--- src/rtl/cfg_tap_pkg.sv ---
package cfg_tap_pkg;

    localparam int IR_W = 6;

    typedef enum logic [3:0] {
        ST_TLR, ST_RTI,
        ST_SEL_DR, ST_CAP_DR, ST_SH_DR, ST_EX1_DR, ST_PA_DR, ST_EX2_DR, ST_UPD_DR,
        ST_SEL_IR, ST_CAP_IR, ST_SH_IR, ST_EX1_IR, ST_PA_IR, ST_EX2_IR, ST_UPD_IR
    } tap_state_e;

    typedef enum logic [2:0] {
        SEL_BYP, SEL_ID, SEL_SIG, SEL_CFGA, SEL_CFGD, SEL_ARRA, SEL_ARRD, SEL_STAT
    } dr_sel_e;

    localparam logic [IR_W-1:0] OP_EXTEST   = 6'h00;
    localparam logic [IR_W-1:0] OP_IDCODE   = 6'h01;
    localparam logic [IR_W-1:0] OP_SIG      = 6'h02;
    localparam logic [IR_W-1:0] OP_CFG_ADDR = 6'h03;
    localparam logic [IR_W-1:0] OP_CFG_DATA = 6'h04;
    localparam logic [IR_W-1:0] OP_ARR_ADDR = 6'h05;
    localparam logic [IR_W-1:0] OP_ARR_DATA = 6'h06;
    localparam logic [IR_W-1:0] OP_STATUS   = 6'h07;
    localparam logic [IR_W-1:0] OP_PROG_EN  = 6'h08;
    localparam logic [IR_W-1:0] OP_DISCHG   = 6'h09;
    localparam logic [IR_W-1:0] OP_BYPASS   = 6'h3F;

    localparam logic [IR_W-1:0] IR_CAPTURE  = 6'b000001;

    function automatic dr_sel_e decode_dr(input logic [IR_W-1:0] op);
        case (op)
            OP_IDCODE:   return SEL_ID;
            OP_SIG:      return SEL_SIG;
            OP_CFG_ADDR: return SEL_CFGA;
            OP_CFG_DATA: return SEL_CFGD;
            OP_ARR_ADDR: return SEL_ARRA;
            OP_ARR_DATA: return SEL_ARRD;
            OP_STATUS:   return SEL_STAT;
            default:     return SEL_BYP;
        endcase
    endfunction

    function automatic logic is_safe_op(input logic [IR_W-1:0] op);
        return (op == OP_ARR_ADDR) || (op == OP_PROG_EN) || (op == OP_DISCHG);
    endfunction

    function automatic int unsigned wmax(input int unsigned a, input int unsigned b);
        return (a > b) ? a : b;
    endfunction

endpackage

--- src/rtl/cfg_tap_fsm.sv ---
module cfg_tap_fsm
    import cfg_tap_pkg::*;
(
    input  logic       tck_i,
    input  logic       trst_ni,
    input  logic       tms_i,
    output tap_state_e state_o
);

    typedef struct packed {
        tap_state_e st;
    } fsm_regs_t;

    fsm_regs_t d, q;

    always_comb begin
        d = q;
        case (q.st)
            ST_TLR:    d.st = tms_i ? ST_TLR    : ST_RTI;
            ST_RTI:    d.st = tms_i ? ST_SEL_DR : ST_RTI;
            ST_SEL_DR: d.st = tms_i ? ST_SEL_IR : ST_CAP_DR;
            ST_CAP_DR: d.st = tms_i ? ST_EX1_DR : ST_SH_DR;
            ST_SH_DR:  d.st = tms_i ? ST_EX1_DR : ST_SH_DR;
            ST_EX1_DR: d.st = tms_i ? ST_UPD_DR : ST_PA_DR;
            ST_PA_DR:  d.st = tms_i ? ST_EX2_DR : ST_PA_DR;
            ST_EX2_DR: d.st = tms_i ? ST_UPD_DR : ST_SH_DR;
            ST_UPD_DR: d.st = tms_i ? ST_SEL_DR : ST_RTI;
            ST_SEL_IR: d.st = tms_i ? ST_TLR    : ST_CAP_IR;
            ST_CAP_IR: d.st = tms_i ? ST_EX1_IR : ST_SH_IR;
            ST_SH_IR:  d.st = tms_i ? ST_EX1_IR : ST_SH_IR;
            ST_EX1_IR: d.st = tms_i ? ST_UPD_IR : ST_PA_IR;
            ST_PA_IR:  d.st = tms_i ? ST_EX2_IR : ST_PA_IR;
            ST_EX2_IR: d.st = tms_i ? ST_UPD_IR : ST_SH_IR;
            ST_UPD_IR: d.st = tms_i ? ST_SEL_DR : ST_RTI;
            default:   d.st = ST_TLR;
        endcase
    end

    always_ff @(posedge tck_i or negedge trst_ni) begin
        if (!trst_ni) q <= '{st: ST_TLR};
        else          q <= d;
    end

    assign state_o = q.st;


    tlr_hold_chk: assert property (@(posedge tck_i) disable iff (!trst_ni)
        (q.st == ST_TLR && tms_i) |=> (q.st == ST_TLR));


    five_high_chk: assert property (@(posedge tck_i) disable iff (!trst_ni)
        (tms_i && $past(tms_i) && $past(tms_i, 2) && $past(tms_i, 3) && $past(tms_i, 4))
        |=> (q.st == ST_TLR));

endmodule

--- src/rtl/cfg_tap_ir.sv ---
module cfg_tap_ir
    import cfg_tap_pkg::*;
(
    input  logic            tck_i,
    input  logic            trst_ni,
    input  logic            tdi_i,
    input  tap_state_e      state_i,
    output logic [IR_W-1:0] ir_o,
    output logic            lsb_o,
    output logic            safe_o
);

    typedef struct packed {
        logic [IR_W-1:0] sh;
        logic [IR_W-1:0] ir;
    } ir_regs_t;

    ir_regs_t d, q;

    always_comb begin
        d = q;
        case (state_i)
            ST_TLR:    d.ir = OP_IDCODE;
            ST_CAP_IR: d.sh = IR_CAPTURE;
            ST_SH_IR:  d.sh = {tdi_i, q.sh[IR_W-1:1]};
            ST_UPD_IR: d.ir = q.sh;
            default:   ;
        endcase
    end

    always_ff @(posedge tck_i or negedge trst_ni) begin
        if (!trst_ni) q <= '{sh: '0, ir: OP_IDCODE};
        else          q <= d;
    end

    assign ir_o   = q.ir;
    assign lsb_o  = q.sh[0];
    assign safe_o = is_safe_op(q.ir);


    ir_update_chk: assert property (@(posedge tck_i) disable iff (!trst_ni)
        (state_i == ST_UPD_IR) |=> (q.ir == $past(q.sh)));


    ir_stable_chk: assert property (@(posedge tck_i) disable iff (!trst_ni)
        (state_i != ST_UPD_IR && state_i != ST_TLR) |=> $stable(q.ir));


    safe_rise_chk: assert property (@(posedge tck_i) disable iff (!trst_ni)
        $rose(safe_o) |-> ($past(state_i) == ST_UPD_IR));

endmodule

--- src/rtl/cfg_tap_dr.sv ---
module cfg_tap_dr
    import cfg_tap_pkg::*;
#(
    parameter logic [31:0] ID_VALUE = 32'h1A5C_0043,
    parameter int          SIG_W    = 16,
    parameter int          CFGD_W   = 17,
    parameter int          CFGA_W   = 4,
    parameter int          ARRD_W   = 41,
    parameter int          ARRA_W   = 43,
    parameter int          STAT_W   = 6
) (
    input  logic              tck_i,
    input  logic              trst_ni,
    input  logic              tdi_i,
    input  tap_state_e        state_i,
    input  logic [IR_W-1:0]   ir_i,
    input  logic [STAT_W-1:0] comp_i,
    output logic              lsb_o,
    output logic [SIG_W-1:0]  sig_o,
    output logic [CFGD_W-1:0] cfgd_o,
    output logic [CFGA_W-1:0] cfga_o,
    output logic [ARRD_W-1:0] arrd_o,
    output logic [ARRA_W-1:0] arra_o
);

    localparam int SR_W  = int'(wmax(wmax(wmax(32, SIG_W), wmax(CFGD_W, CFGA_W)),
                                     wmax(wmax(ARRD_W, ARRA_W), STAT_W)));
    localparam int IDX_W = $clog2(SR_W);

    typedef struct packed {
        logic [SR_W-1:0]   sr;
        logic [SIG_W-1:0]  sig;
        logic [CFGD_W-1:0] cfgd;
        logic [CFGA_W-1:0] cfga;
        logic [ARRD_W-1:0] arrd;
        logic [ARRA_W-1:0] arra;
    } dr_regs_t;

    dr_regs_t         d, q;
    dr_sel_e          sel;
    logic [IDX_W-1:0] top_idx;
    logic [SR_W-1:0]  cap;

    assign sel = decode_dr(ir_i);

    always_comb begin
        cap = '0;
        case (sel)
            SEL_ID:   begin cap[31:0]       = ID_VALUE; top_idx = IDX_W'(31);         end
            SEL_SIG:  begin cap[SIG_W-1:0]  = q.sig;    top_idx = IDX_W'(SIG_W - 1);  end
            SEL_CFGA: begin cap[CFGA_W-1:0] = q.cfga;   top_idx = IDX_W'(CFGA_W - 1); end
            SEL_CFGD: begin cap[CFGD_W-1:0] = q.cfgd;   top_idx = IDX_W'(CFGD_W - 1); end
            SEL_ARRA: begin cap[ARRA_W-1:0] = q.arra;   top_idx = IDX_W'(ARRA_W - 1); end
            SEL_ARRD: begin cap[ARRD_W-1:0] = q.arrd;   top_idx = IDX_W'(ARRD_W - 1); end
            SEL_STAT: begin cap[STAT_W-1:0] = comp_i;   top_idx = IDX_W'(STAT_W - 1); end
            default:  top_idx = '0;
        endcase
    end

    always_comb begin
        d = q;
        case (state_i)
            ST_CAP_DR: d.sr = cap;
            ST_SH_DR: begin
                d.sr          = q.sr >> 1;
                d.sr[top_idx] = tdi_i;
            end
            ST_UPD_DR: begin
                case (sel)
                    SEL_SIG:  d.sig  = q.sr[SIG_W-1:0];
                    SEL_CFGA: d.cfga = q.sr[CFGA_W-1:0];
                    SEL_CFGD: d.cfgd = q.sr[CFGD_W-1:0];
                    SEL_ARRA: d.arra = q.sr[ARRA_W-1:0];
                    SEL_ARRD: d.arrd = q.sr[ARRD_W-1:0];
                    default:  ;
                endcase
            end
            default: ;
        endcase
    end

    always_ff @(posedge tck_i or negedge trst_ni) begin
        if (!trst_ni) q <= '0;
        else          q <= d;
    end

    assign lsb_o  = q.sr[0];
    assign sig_o  = q.sig;
    assign cfgd_o = q.cfgd;
    assign cfga_o = q.cfga;
    assign arrd_o = q.arrd;
    assign arra_o = q.arra;


    status_ro_chk: assert property (@(posedge tck_i) disable iff (!trst_ni)
        (state_i == ST_UPD_DR && sel == SEL_STAT)
        |=> ($stable(q.sig) && $stable(q.cfgd) && $stable(q.cfga) && $stable(q.arrd) && $stable(q.arra)));


    status_cap_chk: assert property (@(posedge tck_i) disable iff (!trst_ni)
        (state_i == ST_CAP_DR && sel == SEL_STAT) |=> (q.sr[STAT_W-1:0] == $past(comp_i)));


    shift_step_chk: assert property (@(posedge tck_i) disable iff (!trst_ni)
        (state_i == ST_SH_DR && sel != SEL_BYP) |=> (q.sr[0] == $past(q.sr[1])));


    sig_update_chk: assert property (@(posedge tck_i) disable iff (!trst_ni)
        (state_i == ST_UPD_DR && sel == SEL_SIG) |=> (q.sig == $past(q.sr[SIG_W-1:0])));

endmodule

--- src/rtl/cfg_tap_ctrl.sv ---
module cfg_tap_ctrl
    import cfg_tap_pkg::*;
#(
    parameter logic [31:0] ID_VALUE = 32'h1A5C_0043,
    parameter int          SIG_W    = 16,
    parameter int          CFGD_W   = 17,
    parameter int          CFGA_W   = 4,
    parameter int          ARRD_W   = 41,
    parameter int          ARRA_W   = 43,
    parameter int          STAT_W   = 6
) (
    input  logic              tck_i,
    input  logic              trst_ni,
    input  logic              tms_i,
    input  logic              tdi_i,
    input  logic [STAT_W-1:0] comp_i,
    output logic              tdo_o,
    output logic              tdo_en_o,
    output logic              safe_o,
    output logic [SIG_W-1:0]  sig_o,
    output logic [CFGD_W-1:0] cfg_data_o,
    output logic [CFGA_W-1:0] cfg_addr_o,
    output logic [ARRD_W-1:0] arr_data_o,
    output logic [ARRA_W-1:0] arr_addr_o
);

    tap_state_e      state;
    logic [IR_W-1:0] ir;
    logic            ir_lsb;
    logic            dr_lsb;

    cfg_tap_fsm u_fsm (
        .tck_i   (tck_i),
        .trst_ni (trst_ni),
        .tms_i   (tms_i),
        .state_o (state)
    );

    cfg_tap_ir u_ir (
        .tck_i   (tck_i),
        .trst_ni (trst_ni),
        .tdi_i   (tdi_i),
        .state_i (state),
        .ir_o    (ir),
        .lsb_o   (ir_lsb),
        .safe_o  (safe_o)
    );

    cfg_tap_dr #(
        .ID_VALUE (ID_VALUE),
        .SIG_W    (SIG_W),
        .CFGD_W   (CFGD_W),
        .CFGA_W   (CFGA_W),
        .ARRD_W   (ARRD_W),
        .ARRA_W   (ARRA_W),
        .STAT_W   (STAT_W)
    ) u_dr (
        .tck_i   (tck_i),
        .trst_ni (trst_ni),
        .tdi_i   (tdi_i),
        .state_i (state),
        .ir_i    (ir),
        .comp_i  (comp_i),
        .lsb_o   (dr_lsb),
        .sig_o   (sig_o),
        .cfgd_o  (cfg_data_o),
        .cfga_o  (cfg_addr_o),
        .arrd_o  (arr_data_o),
        .arra_o  (arr_addr_o)
    );

    typedef struct packed {
        logic tdo;
        logic en;
    } out_regs_t;

    out_regs_t d, q;

    always_comb begin
        d.en  = (state == ST_SH_IR) || (state == ST_SH_DR);
        d.tdo = (state == ST_SH_IR) ? ir_lsb : dr_lsb;
    end

    always_ff @(negedge tck_i or negedge trst_ni) begin
        if (!trst_ni) q <= '0;
        else          q <= d;
    end

    assign tdo_o    = q.tdo;
    assign tdo_en_o = q.en;


    tdo_en_state_chk: assert property (@(posedge tck_i) disable iff (!trst_ni)
        tdo_en_o |-> (state == ST_SH_IR || state == ST_SH_DR));


    tdo_dr_bit_chk: assert property (@(posedge tck_i) disable iff (!trst_ni)
        (tdo_en_o && state == ST_SH_DR) |-> (tdo_o == dr_lsb));

endmodule

--- config.mk ---
export PLATFORM = sky130hd
export DESIGN_NAME = cfg_tap_ctrl
export DESIGN_NICKNAME = d
export VERILOG_FILES = /design/src/rtl/cfg_tap_pkg.sv /design/src/rtl/cfg_tap_fsm.sv /design/src/rtl/cfg_tap_ir.sv /design/src/rtl/cfg_tap_dr.sv /design/src/rtl/cfg_tap_ctrl.sv
export SDC_FILE = /design/constraint.sdc
export NUM_CORES = 1
export LEC_CHECK = 0
export BUFFER_PORTS_ARGS = -buffer_cell sky130_fd_sc_hd__buf_2
export CORE_ASPECT_RATIO = 1.25
export CORE_MARGIN = 3
export CORE_UTILIZATION = 45
export DETAILED_ROUTE_END_ITERATION = 8
export PLACE_DENSITY_LB_ADDON = 0.15
export SYNTH_ARGS = -nofsm -noshare
export SYNTH_HDL_FRONTEND = slang
export SYNTH_SLANG_ARGS = --single-unit
--- constraint.sdc ---
create_clock -name tck_i -period 5.1 [get_ports tck_i]
set_input_delay 0.255 -clock tck_i [delete_from_list [all_inputs] [get_ports tck_i]]
set_output_delay 0.255 -clock tck_i [all_outputs]
set_load 0.01 [all_outputs]
==> impl_metrics.json <==
{
  "rows": 57,
  "async_flop_share_pct": 100,
  "track_usage_pct": 20.3,
  "synth_xor_area_share_pct": 0.0972,
  "synthFlopType": "dfrtp_1",
  "dp_hpwl_mm": 13.7,
  "r2r_start": "u_fsm.state_o[2]",
  "die_h_microns": 164,
  "holdPathEnd": "u_fsm.state_o[1]",
  "syn_area_per_cell_sq_um": 11.8,
  "finalPower_mw": 4.58,
  "synth-seq-area-share_pct": 50.6,
  "port_buffers": 133,
  "drive_above_1_share_pct": 35.6,
  "final.setup.tns_ns": 0,
  "grt_remaining_overflow": 0,
  "startpoint_type": "register",
  "yosysWarningCount": 0,
  "drt_first_pass_iters": 5,
  "synth_cell_types": 54,
  "cts_sinks": 182,
  "final_nets": 767,
  "ys_ff_latch": 182,
  "grt_pass1_wl_mm": 34.6,
  "drc_errors": 0,
  "avgRoutedWirePerCell_microns": 20.9,
  "postRouteAntennaNets": 0,
  "core_area_sq_um": 19500,
  "place_congestion": 0.775,
  "rsz0062_at_grt": "false",
  "htreeDepth": 4,
  "vias": 5913,
  "finalNonFillerCells": 1034,
  "hold_path.class": "input pin to register",
  "cts_tree": "done",
  "synthAdderAreaFrac_pct": 0,
  "p_per_area_nw_per_um2": 479,
  "clock_path_buffers": 2,
  "outcome": "finished clean",
  "syn-num-nets": 774,
  "grt_max_degree": 70,
  "synth-compound-area-share_pct": 12.9,
  "hold_viol_final": 0,
  "cts_setup_buffers": 0,
  "r2r_cells": 2,
  "worst_setup_path_end_kind": "register",
  "clkSlewWorstSetupHoldPaths_ns": 0.06,
  "synth_area_sq_um": 9010,
  "critPathKind": "register to register",
  "slew_viol_final": 0,
  "setup_viol": 0,
  "r2r_slack_ns": 0.76,
  "yosys.area.top_type": "dfrtp_1",
  "post_cts_resized": 0,
  "leakage_nw": 4.85,
  "synth_top_area_share_pct": 49.7,
  "holdBufCountCts": 1,
  "initial_core_util_pct": 46.1,
  "synthSimpleGateAreaFrac_pct": 5.95,
  "synth-edff-count": 0,
  "wl_mm": 21.7,
  "io_pins": 134,
  "r2r_end": "tdo_en_o",
  "num-fill-cells": 1809,
  "dieArea_sq_um": 21800,
  "clock_skew_ns": 0.0263,
  "area_delta_synth_final_pct": 6.00,
  "critPathMaxFanout": 24,
  "antenna_cells": 0,
  "grt_pass1_vias": 6190,
  "grt_antenna_before_repair": 0,
  "synthCells": 764,
  "cap_violations": 0,
  "dpl.cell_count": 1002,
  "hold_path_depth": 3,
  "viasPerCell": 5.72,
  "synth_common_cells": "dfrtp_1, buf_4, mux2_2",
  "dr.first_iter.drc_count": 432,
  "peakVddDrop_mv": 0.343,
  "hp-start": "tms_i",
  "whs_ns": 0.186,
  "yosys-top-cells-area": "dfrtp_1, buf_4, mux2_2, mux2_1, a22oi_1",
  "required_ns": 2.96,
  "die_width_microns": 133,
  "cts_made_buffers": 17,
  "root_buffer": "clkbuf_16",
  "synth_top_family_by_area": "multiplexers",
  "insertion_delay_ns": 0.43,
  "synth.area.mux_share_pct": 17.3,
  "yosys.cell_count.top_type": "dfrtp_1",
  "worst_pin_slew_ns": 0.966,
  "cp.arrival_ns": 2.20,
  "relSlewSlack_pct": 35.4
}
==> worst max path at each step <==
| stage | from | end | cells after the start |
|---|---|---|---|
| after global placement | u_fsm.state_o[2] | tdo_en_o | 2 |
| final | u_fsm.state_o[2] | tdo_en_o | 2 |
| after detailed placement | u_fsm.state_o[2] | tdo_en_o | 2 |
| after global routing | u_fsm.state_o[2] | tdo_en_o | 2 |
| after floorplan | u_fsm.state_o[1] | tdo_en_o | 4 |
| after CTS | u_fsm.state_o[2] | tdo_en_o | 2 |
==> worst max-delay path, cell delays in order, from the launching register on <==
cell	delay, ns
dfrtp_1	0.75
or4b_2	0.87
o21ai_0	0.16
==> logic make-up (layout without fill, tap and decap cells) <==
group | after synthesis | in the layout
muxes | 136 | 136
xor gates and xnor gates | 1 | 1
AOI/OAI and AO/OA | 168 | 168
and+or+nand+nor | 101 | 101
DFF | 182 | 182
buffers and inverters | 176 | 181
==> flip-flops by register name (all words and copies together) (netlist names), 4 cells and up <==
| signal | cells |
|---|---|
| u_dr.arra_o | 43 |
| u_dr.q | 42 |
| u_dr.arrd_o | 41 |
| u_dr.cfgd_o | 17 |
| u_dr.sig_o | 16 |
| u_ir.ir_o | 6 |
| u_ir.q | 5 |
| u_dr.cfga_o | 4 |
| u_fsm.state_o | 4 |
==> per-layer routing <==
layer / up-vias / wire length (microns) / GRT usage [%]
li1: 2647 / - / -
met4: 0 / 412 / 6.47
met5: - / 0 / 0
met3: 27 / 1010 / 4.41
met2: 189 / 10800 / 34.2
met1: 3050 / 9470 / 26.4
==> area by class of cell <==
type                            count  area, sq um  share of cell area [%]
Sequential cell                   182         4560                    47.7
Clock inverter                      7         91.3                   0.957
Clock buffer                       24          502                    5.25
Timing Repair Buffer              146          772                    8.09
Inverter                            4         15.0                   0.157
Multi-Input combinational cell    406         3280                    34.4
Tap cell                          265          332                    3.47
==> metrics by stage <==
stage	utilization (%)	instance area [sq um]	setup slack (ns)
after global routing	48.9	9550	0.659
after global placement	45.8	8940	0.835
after floorplan	-	9010	1.10
final	48.9	9550	0.758
after CTS	48.9	9550	0.753
after detailed placement	45.8	8940	0.816
==> report_power, final <==
group | internal (mW) | leakage [nW] | switching, mW
clock | 0.784 | 0.292 | 0.527
combinational | 0.481 | 2.09 | 0.673
sequential | 1.73 | 2.47 | 0.381
total | 2.99 | 4.85 | 1.58
==> placed cells by master, fill, tap and decap left out, drive strengths merged, types with 3 or more instances in the layout <==
master / synthesis / routed
dfrtp: 179 / 179
buf: 145 / 145
mux2: 125 / 125
a22oi: 41 / 41
o21ai: 37 / 37
nand2: 31 / 31
nor2: 29 / 29
a21oi: 26 / 26
clkbuf: 27 / 24
a221oi: 20 / 20
o22ai: 12 / 12
a221o: 11 / 11
mux2i: 8 / 8
nor3: 8 / 8
a22o: 7 / 7
nand3: 6 / 6
inv: 4 / 5
nor2b: 4 / 4
or3: 3 / 3
nand2b: 3 / 3
o221ai: 3 / 3
a222oi: 3 / 3
mux4: 3 / 3
clkinv: 0 / 3
nor4b: 3 / 3
Note: power is estimated with default switching activity, not from simulation.
